$ cat src/rtl/bru_pkg.sv
package bru_pkg;

  localparam int ILEN  = 32;
  localparam int OPW   = 6;
  localparam int REGW  = 5;
  localparam int IMMW  = 26;

  localparam logic [OPW-1:0] OP_BEQ   = 6'h11;
  localparam logic [OPW-1:0] OP_BGTS  = 6'h12;
  localparam logic [OPW-1:0] OP_BGES  = 6'h13;
  localparam logic [OPW-1:0] OP_BGEU  = 6'h14;
  localparam logic [OPW-1:0] OP_BGTU  = 6'h15;
  localparam logic [OPW-1:0] OP_BNEQ  = 6'h17;
  localparam logic [OPW-1:0] OP_TRAP  = 6'h2B;
  localparam logic [OPW-1:0] OP_JREG  = 6'h30;
  localparam logic [OPW-1:0] OP_CREG  = 6'h36;
  localparam logic [OPW-1:0] OP_JREL  = 6'h38;
  localparam logic [OPW-1:0] OP_CREL  = 6'h3E;

  localparam logic [REGW-1:0] REG_LINK = 5'd29;
  localparam logic [REGW-1:0] REG_EXC  = 5'd30;
  localparam logic [REGW-1:0] REG_DBG  = 5'd31;

  localparam logic [4:0] TRAP_SYS = 5'd7;
  localparam logic [4:0] TRAP_DBG = 5'd2;

  // interrupt-enable bit positions
  localparam int IE_W   = 3;
  localparam int IE_GIE = 0;
  localparam int IE_EXC = 1;
  localparam int IE_DBG = 2;

  typedef enum logic [2:0] {
    FL_SEQ, FL_COND, FL_REL, FL_REG, FL_TRAP
  } flow_e;

  typedef enum logic [2:0] {
    CC_EQ, CC_NE, CC_GT, CC_GE, CC_GTU, CC_GEU
  } cond_e;

  typedef enum logic [1:0] {
    RS_NONE, RS_EXC, RS_DBG
  } restore_e;

  typedef struct packed {
    logic sys;
    logic dbg;
    logic ill;
  } trap_t;

  typedef struct packed {
    flow_e    flow;
    cond_e    cond;
    logic     call;
    restore_e restore;
    trap_t    trap;
  } dec_t;

endpackage

$ cat src/rtl/bru_decode.sv
module bru_decode
  import bru_pkg::*;
(
  input  logic [OPW-1:0]  op_i,
  input  logic [REGW-1:0] ra_i,
  input  logic [4:0]      code_i,
  output dec_t            dec_o
);

  always_comb begin
    dec_o = '{flow: FL_SEQ, cond: CC_EQ, call: 1'b0,
              restore: RS_NONE, trap: '0};
    unique case (op_i)
      OP_BEQ:  begin dec_o.flow = FL_COND; dec_o.cond = CC_EQ;  end
      OP_BNEQ: begin dec_o.flow = FL_COND; dec_o.cond = CC_NE;  end
      OP_BGTS: begin dec_o.flow = FL_COND; dec_o.cond = CC_GT;  end
      OP_BGES: begin dec_o.flow = FL_COND; dec_o.cond = CC_GE;  end
      OP_BGTU: begin dec_o.flow = FL_COND; dec_o.cond = CC_GTU; end
      OP_BGEU: begin dec_o.flow = FL_COND; dec_o.cond = CC_GEU; end
      OP_JREL: dec_o.flow = FL_REL;
      OP_CREL: begin dec_o.flow = FL_REL; dec_o.call = 1'b1; end
      OP_CREG: begin dec_o.flow = FL_REG; dec_o.call = 1'b1; end
      OP_JREG: begin
        dec_o.flow = FL_REG;
        if (ra_i == REG_EXC)      dec_o.restore = RS_EXC;
        else if (ra_i == REG_DBG) dec_o.restore = RS_DBG;
      end
      OP_TRAP: begin
        dec_o.flow = FL_TRAP;
        if (code_i == TRAP_SYS)      dec_o.trap.sys = 1'b1;
        else if (code_i == TRAP_DBG) dec_o.trap.dbg = 1'b1;
        else                         dec_o.trap.ill = 1'b1;
      end
      default: dec_o.flow = FL_SEQ;
    endcase
  end

endmodule

$ cat src/rtl/bru_cmp.sv
module bru_cmp
  import bru_pkg::*;
#(
  parameter int XLEN       = 32,
  parameter bit SHARED_SUB = 1'b1
) (
  input  logic [XLEN-1:0] a_i,
  input  logic [XLEN-1:0] b_i,
  input  cond_e           cond_i,
  output logic            taken_o
);

  logic eq, ltu, lts;

  generate
    if (SHARED_SUB) begin : g_sub
      // one subtractor yields equality, unsigned and signed order
      logic [XLEN:0] diff;
      assign diff = {1'b0, a_i} - {1'b0, b_i};
      assign eq   = (diff[XLEN-1:0] == '0);
      assign ltu  = diff[XLEN];
      assign lts  = (a_i[XLEN-1] != b_i[XLEN-1]) ? a_i[XLEN-1] : ltu;
    end else begin : g_cmp
      assign eq  = (a_i == b_i);
      assign ltu = (a_i < b_i);
      assign lts = ($signed(a_i) < $signed(b_i));
    end
  endgenerate

  always_comb begin
    unique case (cond_i)
      CC_EQ:   taken_o = eq;
      CC_NE:   taken_o = !eq;
      CC_GT:   taken_o = !lts && !eq;
      CC_GE:   taken_o = !lts;
      CC_GTU:  taken_o = !ltu && !eq;
      CC_GEU:  taken_o = !ltu;
      default: taken_o = 1'b0;
    endcase
  end

endmodule

$ cat src/rtl/bru_target.sv
module bru_target
  import bru_pkg::*;
#(
  parameter int XLEN = 32
) (
  input  logic [XLEN-1:0] pc_al_i,
  input  logic [IMMW-1:0] imm_i,
  input  logic [XLEN-1:0] opa_i,
  input  flow_e           flow_i,
  input  logic            taken_i,
  output logic [XLEN-1:0] npc_o
);

  localparam int PAD16 = XLEN - 18;
  localparam int PAD26 = XLEN - 28;
  localparam logic [XLEN-1:0] STEP  = XLEN'(4);
  localparam logic [XLEN-1:0] AMASK = {{(XLEN-2){1'b1}}, 2'b00};

  logic [XLEN-1:0] rel16, rel26, offset, sum;

  assign rel16 = {{PAD16{imm_i[15]}}, imm_i[15:0], 2'b00};
  assign rel26 = {{PAD26{imm_i[IMMW-1]}}, imm_i, 2'b00};

  // single adder: only the offset operand is selected
  always_comb begin
    unique case (flow_i)
      FL_COND: offset = taken_i ? rel16 : STEP;
      FL_REL:  offset = rel26;
      FL_TRAP: offset = '0;
      default: offset = STEP;
    endcase
  end

  assign sum   = pc_al_i + offset;
  assign npc_o = (flow_i == FL_REG) ? (opa_i & AMASK) : sum;

endmodule

$ cat src/rtl/bru_ie.sv
module bru_ie
  import bru_pkg::*;
(
  input  logic [IE_W-1:0] ie_i,
  input  restore_e        sel_i,
  output logic [IE_W-1:0] ie_o,
  output logic            we_o
);

  logic src_bit;

  assign src_bit = (sel_i == RS_DBG) ? ie_i[IE_DBG] : ie_i[IE_EXC];
  assign we_o    = (sel_i != RS_NONE);

  generate
    for (genvar k = 0; k < IE_W; k++) begin : g_bit
      if (k == IE_GIE) begin : g_gie
        assign ie_o[k] = we_o ? src_bit : ie_i[k];
      end else begin : g_keep
        assign ie_o[k] = ie_i[k];
      end
    end
  endgenerate

endmodule

$ cat src/rtl/bru_nextpc.sv
module bru_nextpc
  import bru_pkg::*;
#(
  parameter int              XLEN       = 32,
  parameter logic [XLEN-1:0] RESET_PC   = '0,
  parameter bit              SHARED_SUB = 1'b1
) (
  input  logic            clk,
  input  logic            rst_n,
  input  logic            valid_i,
  input  logic [XLEN-1:0] pc_i,
  input  logic [ILEN-1:0] insn_i,
  input  logic [XLEN-1:0] opa_i,
  input  logic [XLEN-1:0] opb_i,
  input  logic [IE_W-1:0] ie_i,
  output logic [XLEN-1:0] npc_o,
  output logic            link_we_o,
  output logic [REGW-1:0] link_idx_o,
  output logic [XLEN-1:0] link_data_o,
  output logic            ie_we_o,
  output logic [IE_W-1:0] ie_o,
  output logic            trap_scall_o,
  output logic            trap_brk_o,
  output logic            trap_ill_o,
  output logic [XLEN-1:0] trap_pc_o
);

  localparam logic [XLEN-1:0] AMASK = {{(XLEN-2){1'b1}}, 2'b00};
  localparam logic [XLEN-1:0] STEP  = XLEN'(4);

  logic [XLEN-1:0] pc_al;
  dec_t            dec;
  logic            taken;
  logic [XLEN-1:0] tgt;
  logic [IE_W-1:0] ie_new;
  logic            ie_wr;

  assign pc_al = pc_i & AMASK;

  bru_decode u_dec (
    .op_i   (insn_i[31:26]),
    .ra_i   (insn_i[25:21]),
    .code_i (insn_i[4:0]),
    .dec_o  (dec)
  );

  bru_cmp #(.XLEN(XLEN), .SHARED_SUB(SHARED_SUB)) u_cmp (
    .a_i     (opa_i),
    .b_i     (opb_i),
    .cond_i  (dec.cond),
    .taken_o (taken)
  );

  bru_target #(.XLEN(XLEN)) u_tgt (
    .pc_al_i (pc_al),
    .imm_i   (insn_i[IMMW-1:0]),
    .opa_i   (opa_i),
    .flow_i  (dec.flow),
    .taken_i (taken),
    .npc_o   (tgt)
  );

  bru_ie u_ie (
    .ie_i  (ie_i),
    .sel_i (dec.restore),
    .ie_o  (ie_new),
    .we_o  (ie_wr)
  );

  // next-state
  logic [XLEN-1:0] npc_q, npc_d;
  logic            lwe_q, lwe_d;
  logic [XLEN-1:0] ldata_q, ldata_d;
  logic            iewe_q, iewe_d;
  logic [IE_W-1:0] ie_q, ie_d;
  trap_t           trap_q, trap_d;
  logic [XLEN-1:0] tpc_q, tpc_d;

  always_comb begin
    npc_d   = valid_i ? tgt : npc_q;
    lwe_d   = valid_i & dec.call;
    ldata_d = (valid_i & dec.call) ? (pc_al + STEP) : ldata_q;
    iewe_d  = valid_i & ie_wr;
    ie_d    = valid_i ? ie_new : ie_q;
    trap_d  = valid_i ? dec.trap : '0;
    tpc_d   = (valid_i && dec.flow == FL_TRAP) ? pc_al : tpc_q;
  end

  always_ff @(posedge clk or negedge rst_n) begin
    if (!rst_n) begin
      npc_q   <= RESET_PC;
      lwe_q   <= 1'b0;
      ldata_q <= '0;
      iewe_q  <= 1'b0;
      ie_q    <= '0;
      trap_q  <= '0;
      tpc_q   <= '0;
    end else begin
      npc_q   <= npc_d;
      lwe_q   <= lwe_d;
      ldata_q <= ldata_d;
      iewe_q  <= iewe_d;
      ie_q    <= ie_d;
      trap_q  <= trap_d;
      tpc_q   <= tpc_d;
    end
  end

  assign npc_o        = npc_q;
  assign link_we_o    = lwe_q;
  assign link_idx_o   = REG_LINK;
  assign link_data_o  = ldata_q;
  assign ie_we_o      = iewe_q;
  assign ie_o         = ie_q;
  assign trap_scall_o = trap_q.sys;
  assign trap_brk_o   = trap_q.dbg;
  assign trap_ill_o   = trap_q.ill;
  assign trap_pc_o    = tpc_q;

  // ---------------------------------------------------------------
  // assertions: opcode classes recomputed from the raw port
  logic [OPW-1:0] a_op;
  logic           a_plain;
  assign a_op    = insn_i[31:26];
  assign a_plain = !(a_op == 6'h11 || a_op == 6'h12 || a_op == 6'h13 ||
                     a_op == 6'h14 || a_op == 6'h15 || a_op == 6'h17 ||
                     a_op == 6'h2B || a_op == 6'h30 || a_op == 6'h36 ||
                     a_op == 6'h38 || a_op == 6'h3E);

  p_seq_step_r2: assert property (@(posedge clk) disable iff (!rst_n)
    valid_i && a_plain |=> npc_o == $past(pc_i & AMASK) + STEP
                           && !link_we_o && !ie_we_o);

  p_call_link_r5: assert property (@(posedge clk) disable iff (!rst_n)
    valid_i && (a_op == 6'h36 || a_op == 6'h3E)
    |=> link_we_o && link_idx_o == 5'd29
        && link_data_o == $past(pc_i & AMASK) + STEP);

  p_reg_jump_r6: assert property (@(posedge clk) disable iff (!rst_n)
    valid_i && (a_op == 6'h30 || a_op == 6'h36)
    |=> npc_o[XLEN-1:2] == $past(opa_i[XLEN-1:2]) && npc_o[1:0] == 2'b00);

  p_exc_return_r7: assert property (@(posedge clk) disable iff (!rst_n)
    valid_i && a_op == 6'h30 && insn_i[25:21] == 5'd30
    |=> ie_we_o && ie_o[0] == $past(ie_i[1]) && ie_o[2:1] == $past(ie_i[2:1]));

  p_trap_one_r8: assert property (@(posedge clk) disable iff (!rst_n)
    valid_i && a_op == 6'h2B
    |=> $countones({trap_scall_o, trap_brk_o, trap_ill_o}) == 1
        && npc_o == trap_pc_o && trap_pc_o == $past(pc_i & AMASK));

  p_idle_hold_r10: assert property (@(posedge clk) disable iff (!rst_n)
    !valid_i |=> $stable(npc_o) && !link_we_o && !ie_we_o
                 && !trap_scall_o && !trap_brk_o && !trap_ill_o);

endmodule

$ cat config.mk
export PLATFORM = sky130hd
export DESIGN_NAME = bru_nextpc
export DESIGN_NICKNAME = d
export VERILOG_FILES = /design/src/rtl/bru_pkg.sv /design/src/rtl/bru_decode.sv /design/src/rtl/bru_cmp.sv /design/src/rtl/bru_target.sv /design/src/rtl/bru_ie.sv /design/src/rtl/bru_nextpc.sv
export SDC_FILE = /design/constraint.sdc
export NUM_CORES = 1
export LEC_CHECK = 0
export ABC_AREA = 1
export BUFFER_PORTS_ARGS = -buffer_cell sky130_fd_sc_hd__buf_2
export CAP_MARGIN = 15
export CORE_MARGIN = 4
export CORE_UTILIZATION = 38
export CTS_BUF_LIST = sky130_fd_sc_hd__clkbuf_8
export DETAILED_ROUTE_END_ITERATION = 7
export PLACE_DENSITY_LB_ADDON = 0.25
export SLEW_MARGIN = 5
export SYNTH_ARGS = -nofsm -noshare
export SYNTH_HDL_FRONTEND = slang
export SYNTH_SLANG_ARGS = --single-unit
$ cat constraint.sdc
create_clock -name clk -period 1.1 [get_ports clk]
set_clock_uncertainty 0.15 [all_clocks]
set_input_delay 0 -clock clk [delete_from_list [all_inputs] [get_ports clk]]
set_output_delay 0 -clock clk [all_outputs]
set_load 0.01 [all_outputs]
==> metrics, run 1 <==
average instance area after synthesis 6.41 µm²; P per Cell Area 806 nW/µm²; status finished with violations; CTS tree yes; worst hold path type input pin to async pin; GRT Total Usage 0.266; Detailed Route Iter0 Violations ~800; DR vias/cell roughly 4.9; Core ar. ~23000 µm²; failing checks hold timing, setup timing; metal3 WL 2200 µm; Hold WS -124 ps; vias in the first global route between 10k and 15k; final hold vios 19; area share of the largest cell type after synthesis 0.272; Antenna diodes 0; static leakage 8.62 nW; # rows 56; Port Buffers 229; P&R area growth vs syn 73.4%; most used cell, CP nand2_2; width of the die 162 µm; period utilisation layout 3.85; total power ~13 mW; dpl hpwl 26300 µm; RSZ-0062 raised after global routing true; largest net degree at the start of global routing 39; ranking of synthesized cells by area dfrtp_1 27%, nand2_1 19%, ha_1 8.6%, inv_1 8.3%, nor2_1 5.3%; Finished Core Util 0.668; final setup fails ~120; effective utilization at floorplan 0.385; Post-synth top flop dfrtp_1; GRT overflow 0; routed length per instance around 16 µm; first-pass GRT wire length about 57000 µm; CP Data Arrival Time approximately 4400 ps; Max Cap Viol 0; M1 WL 15000 µm; Register Area between 2000 and 2500 µm²; Setup crit start kind input pin; Worst Setup Path Type input pin to register; Clock Latency Late Sink ~390 ps; Ys Warns 0; Post-Synth Adder-Cell Area 0.0905; multi-input logic area roughly 6600 µm²; CP max stage delay between 300 and 400 ps; post-route setup slack -3130 ps; routed vias 11.7k; Post-DRT Antenna Nets 0; Reg clk slew, reported paths between 100 and 150 ps; Slew Viols, Final 0; fmax 236 MHz; largest vdd supply drop roughly 550 µV; initial antenna violation count 0; RR Startpoint link_data_o[8]$_DFFE_PN0P_; Area after DPL about 13000 µm²; Synth Register Bits slightly below 100; met2 WL 19000 µm; Clock Tree Buf Depth 2; Pre-Repair DR Iteration Count 5; # H-tree levels 3; I/O pin count 243; layout cell share with drive strength beyond 1 0.408; drt total wl 37800 µm; DRC 0; sequential fraction of the synthesis area 0.272; simple-gate share of the synthesized area 0.355; post-synth cell types 43; Sink Count slightly below 100; largest family of logic cells by synthesized area simple AND/OR/NAND/NOR gates; Fillers about 2.0k; CP startpoint opa_i[0]; top cell type by total area after synthesis dfrtp_1; Worst setup EP type register; slowest cell on the critical path fa_2; final RePlAce weighted congestion 0.903; XOR/XNOR Fraction of Synth Area 0.0457; mux cell area share after synthesis 0; total CTS buffers 9; Mapped Cells approximately 1.4k; Final Cell Area approximately 16000 µm²; Layout Nets roughly 2.3k; Mapped Area around 9000 µm²; Max FO, Critical Path 9; crit path time final ~4200 ps; Worst Path Required around 1200 ps; compound-cell area share of the yosys netlist 0.127; root buf cell clkbuf_8; Die H between 150 and 200 µm; Top Metal Used met4; fraction of registers with async set/reset 1.00; die area ~26000 µm²; number of synthesized flops with an enable pin 0
==> sequential cells by signal, indices dropped and copies added (netlist names) <==
signal and count:
ie_o 3, ie_we_o 1, link_data_o 30, link_we_o 1
npc_o 30, trap_brk_o 1, trap_ill_o 1, trap_pc_o 30
trap_scall_o 1
==> kinds of logic (layout without fill, tap and decap cells) <==
family / count (synthesis) / after routing
buffers and inverters: 244 / 891
other: 2 / 11
adder cells (fa/ha/maj): 64 / 64
flip-flops: 98 / 98
AO/OA/AOI/OAI: 200 / 200
XOR/XNOR: 47 / 47
AND/OR/NAND/NOR: 750 / 750
==> timing repair <==
item,CTS,global route
hold buffers,74,5
buffers inserted,57,24
pin swaps,66,82
cloned,7,0
endpoints found under the setup margin,155,189
endpoints found under the hold margin,188,26
gates resized for setup,166,163
==> through the flow <==
step	std cells	setup WS (ps)	TNS, ps
after floorplan	1414	-2930	-96030
after global placement	2213	-3470	-142290
after detailed placement	2213	-3560	-147320
after CTS	2361	-2990	-111450
after global routing	2380	-3450	-122100
final	2380	-3130	-106080
==> where the power goes <==
group	switching [mW]	total [mW]	leakage, nW	internal [mW]
Clock	1.53	2.40	0.0990	0.870
Combinational	2.98	5.75	7.26	2.78
Sequential	0.354	4.45	1.26	4.10
Total	4.86	12.6	8.62	7.74
==> metal layers <==
layer / vias to the layer above / global-route usage
met5: - / 0
met4: 0 / 0.116
met3: 103 / 0.0419
met2: 416 / 0.476
met1: 5432 / 0.315
li1: 5772 / -
==> cell usage after synthesis, types with 11 or more instances <==
master,instances
nand3_1,65
buf_4,11
nor3_1,16
nor2_2,15
clkbuf_1,22
xor2_1,29
a21oi_1,62
nand4_1,15
xnor2_1,18
dfrtp_1,98
nor2_1,128
nand2_2,16
inv_1,199
nand2_1,464
o211ai_1,21
o21ai_0,78
ha_1,62
==> area by class of cell <==
type | count | area share
tap | 319 | 0.0255
timing repair buffer | 669 | 0.333
inverter | 206 | 0.0509
sequential | 98 | 0.157
clock buffer | 9 | 0.00793
multi-input combinational | 1072 | 0.422
clock inverter | 7 | 0.00392
==> placed cells by master (no fill, tap or decap), types with 52 or more instances in the layout <==
cell / instances
buf_4: 319
nor2_1: 114
a21oi_1: 53
inv_1: 195
nand2_1: 407
ha_1: 52
nand2_2: 55
dlygate4sd3_1: 70
dfrtp_1: 98
buf_2: 204
nand3_1: 52
==> worst max-delay path, delay by kind of cell <==
family | cells | cell delay (ps)
AO/OA/AOI/OAI | 5 | 820
AND/OR/NAND/NOR | 20 | 1710
adder cells (fa/ha/maj) | 3 | 850
XOR/XNOR | 2 | 210
buffers and inverters | 7 | 750
==> final timing paths <==
| check | to | slack [ps] | depth (start not counted) |
|---|---|---|---|
| max reg2reg | link_data_o[8]$_DFFE_PN0P_ | 130 | 3 |
| max in group asynchronous | npc_o[12]$_DFFE_PN0P_ | 440 | 3 |
| min reg2reg | npc_o[15]$_DFFE_PN0P_ | 320 | 2 |
| min in group clk | ie_we_o$_DFF_PN0_ | -100 | 6 |
| max | npc_o[26]$_DFFE_PN0P_ | -3130 | 37 |
| min | trap_pc_o[6]$_DFFE_PN0P_ | -120 | 2 |
No activity file was read; power rests on OpenSTA's default activity.
==> run 2, diff against run 1 <==
--- a/config.mk
+++ b/config.mk
@@ -12,6 +12,7 @@
 export CORE_UTILIZATION = 38
 export CTS_BUF_LIST = sky130_fd_sc_hd__clkbuf_8
 export DETAILED_ROUTE_END_ITERATION = 7
+export MAX_ROUTING_LAYER = met4
 export PLACE_DENSITY_LB_ADDON = 0.25
 export SLEW_MARGIN = 5
 export SYNTH_ARGS = -nofsm -noshare
==> run 2 against run 1 <==
Effect of this change:
- the flow still finishes with violations (hold timing, setup timing)
- clock power up 18%
- core utilization down 0.44 points
- global-route usage up 0.39 points
- die area unchanged
- final cell count down 1.3%
- highest routed layer unchanged
==> metrics, run 2 (synthesized netlist as in run 1, its figures left out) <==
status finished with violations; failing checks hold timing, setup timing; slowest cell on the critical path fa_2; most frequent cells in the layout 417 x nand2_1, 280 x buf_4, 212 x buf_2; P&R area growth vs syn 72.3%; effective utilization at floorplan 0.385; static leakage approximately 8.5 nW; routed vias 11.6k; Clock Tree Buf Depth 2; GRT overflow 0; Core ar. 23400 µm²; CP max stage delay around 380 ps; Post-DRT Antenna Nets 0; CTS tree yes; Finished Layout Cells between 2k and 2.5k; Register Area 2450 µm²; post-route setup slack -3150 ps; Hold WS -145 ps; total CTS buffers 9; final setup fails between 100 and 150; largest vdd supply drop around 600 µV; dpl hpwl between 20000 and 30000 µm; CP Data Arrival Time 4370 ps; final RePlAce weighted congestion approximately 0.89; Detailed Route Iter0 Violations around 740; drt total wl 37500 µm; # rows between 50 and 60; Worst Path Required approximately 1200 ps; I/O pin count approximately 240; Sink Count about 100; CP delay by family, top simple AND/OR/NAND/NOR gates; die area 26200 µm²; Antenna diodes 0; largest net degree at the start of global routing slightly below 50; dpl ws -3550 ps; CP Buf/Inv Count 2; Setup crit start kind input pin; first-pass GRT wire length 56100 µm; final hold vios 15; Clock Latency Late Sink roughly 390 ps; DP Cell Count 2204; Die H approximately 160 µm; Layout Nets between 2k and 2.5k; layout cell share with drive strength beyond 1 0.400; commonest non-fill, non-tap cell in the layout nand2_1; fmax 235 MHz; Fillers about 2k; Worst Setup Path Type input pin to register; initial antenna violation count 0; RSZ-0062 raised after global routing true; DR vias/cell just under 5; Max FO, Critical Path 4; Max Cap Viol 0; most used cell, CP nand2_1; Reg clk slew, reported paths roughly 110 ps; vias in the first global route ~12k; Port Buffers 229; root buf cell clkbuf_8; Worst setup EP type register; width of the die about 160 µm; routed length per instance 16.0 µm; worst hold path type input pin to async pin; # H-tree levels 3; crit path time final 4250 ps; Pre-Repair DR Iteration Count 6; P per Cell Area 822 nW/µm²; period utilisation layout 3.86; Slew Viols, Final 0; GRT Total Usage 0.270; DRC 0; multi-input logic area approximately 6700 µm²
==> run 2: changes by cell type in the layout (fill, tap and decap cells not counted), moves of 7 or more <==
| cell | delta |
|---|---|
| buf_4 | -39 |
| nand2_1 | +10 |
| o21ai_1 | +10 |
| buf_2 | +8 |
| ha_1 | -8 |
| ha_4 | +7 |
==> run 2: power breakdown <==
part	internal, mW	switching (mW)	total, mW
sequential	4.10	0.356	4.45
clock	1.38	1.46	2.84
combinational	2.57	2.90	5.47
==> run 2: layer usage <==
layer | vias to the layer above | share of wire | track usage
li1 | 5701 | - | -
met3 | 91 | 0.054 | 0.0266
met4 | 0 | 0.036 | 0.103
met5 | - | 0 | -
met2 | 417 | 0.51 | 0.471
met1 | 5405 | 0.40 | 0.323
==> run 2: worst paths after layout <==
check,from,to,slack [ps],cells after the start
worst min-delay path,rst_n,trap_pc_o[14]$_DFFE_PN0P_,-150,2
worst max register to register,link_data_o[3]$_DFFE_PN0P_,link_data_o[3]$_DFFE_PN0P_,180,3
max in group asynchronous,rst_n,trap_pc_o[27]$_DFFE_PN0P_,420,3
min in group clk,pc_i[2],npc_o[2]$_DFFE_PN0P_,-110,4
worst min register to register,link_data_o[24]$_DFFE_PN0P_,link_data_o[24]$_DFFE_PN0P_,330,2
worst max-delay path,opa_i[14],npc_o[22]$_DFFE_PN0P_,-3150,35
==> run 2: per-stage QoR <==
stage                      util  setup TNS, ps  area [µm²]  power [mW]  hold slack, ps
after global placement    0.543        -139890       12700        8.98            -278
after CTS                 0.627        -105330       14700        12.3            -149
final                     0.663        -101370       15500        12.8            -145
after global routing      0.663        -116790       15500        13.5            -137
after floorplan               -         -96030        9180        6.74            -446
after detailed placement  0.543        -143010       12700        9.03            -282
==> run 2: final cells by class <==
type                       instances  share of cell area
sequential                        98               0.158
clock inverter                     6             0.00629
timing repair buffer             639               0.320
clock buffer                      10             0.00887
inverter                         206              0.0511
tap                              319              0.0257
multi-input combinational       1072               0.431
==> run 2: timing repair <==
action / in CTS / in global routing
cloned: 7 / 2
buffers inserted: 38 / 24
endpoints found under the hold margin: 185 / 18
pin swaps: 64 / 97
resized for setup: 132 / 208
hold buffers: 74 / 4
setup endpoints to repair: 117 / 166
==> run 2: worst reg2reg max path, stage by stage (launching register included) <==
cell,delay (ps)
dfrtp_1,420
buf_4,150
nand2_1,50
nand2_1,50
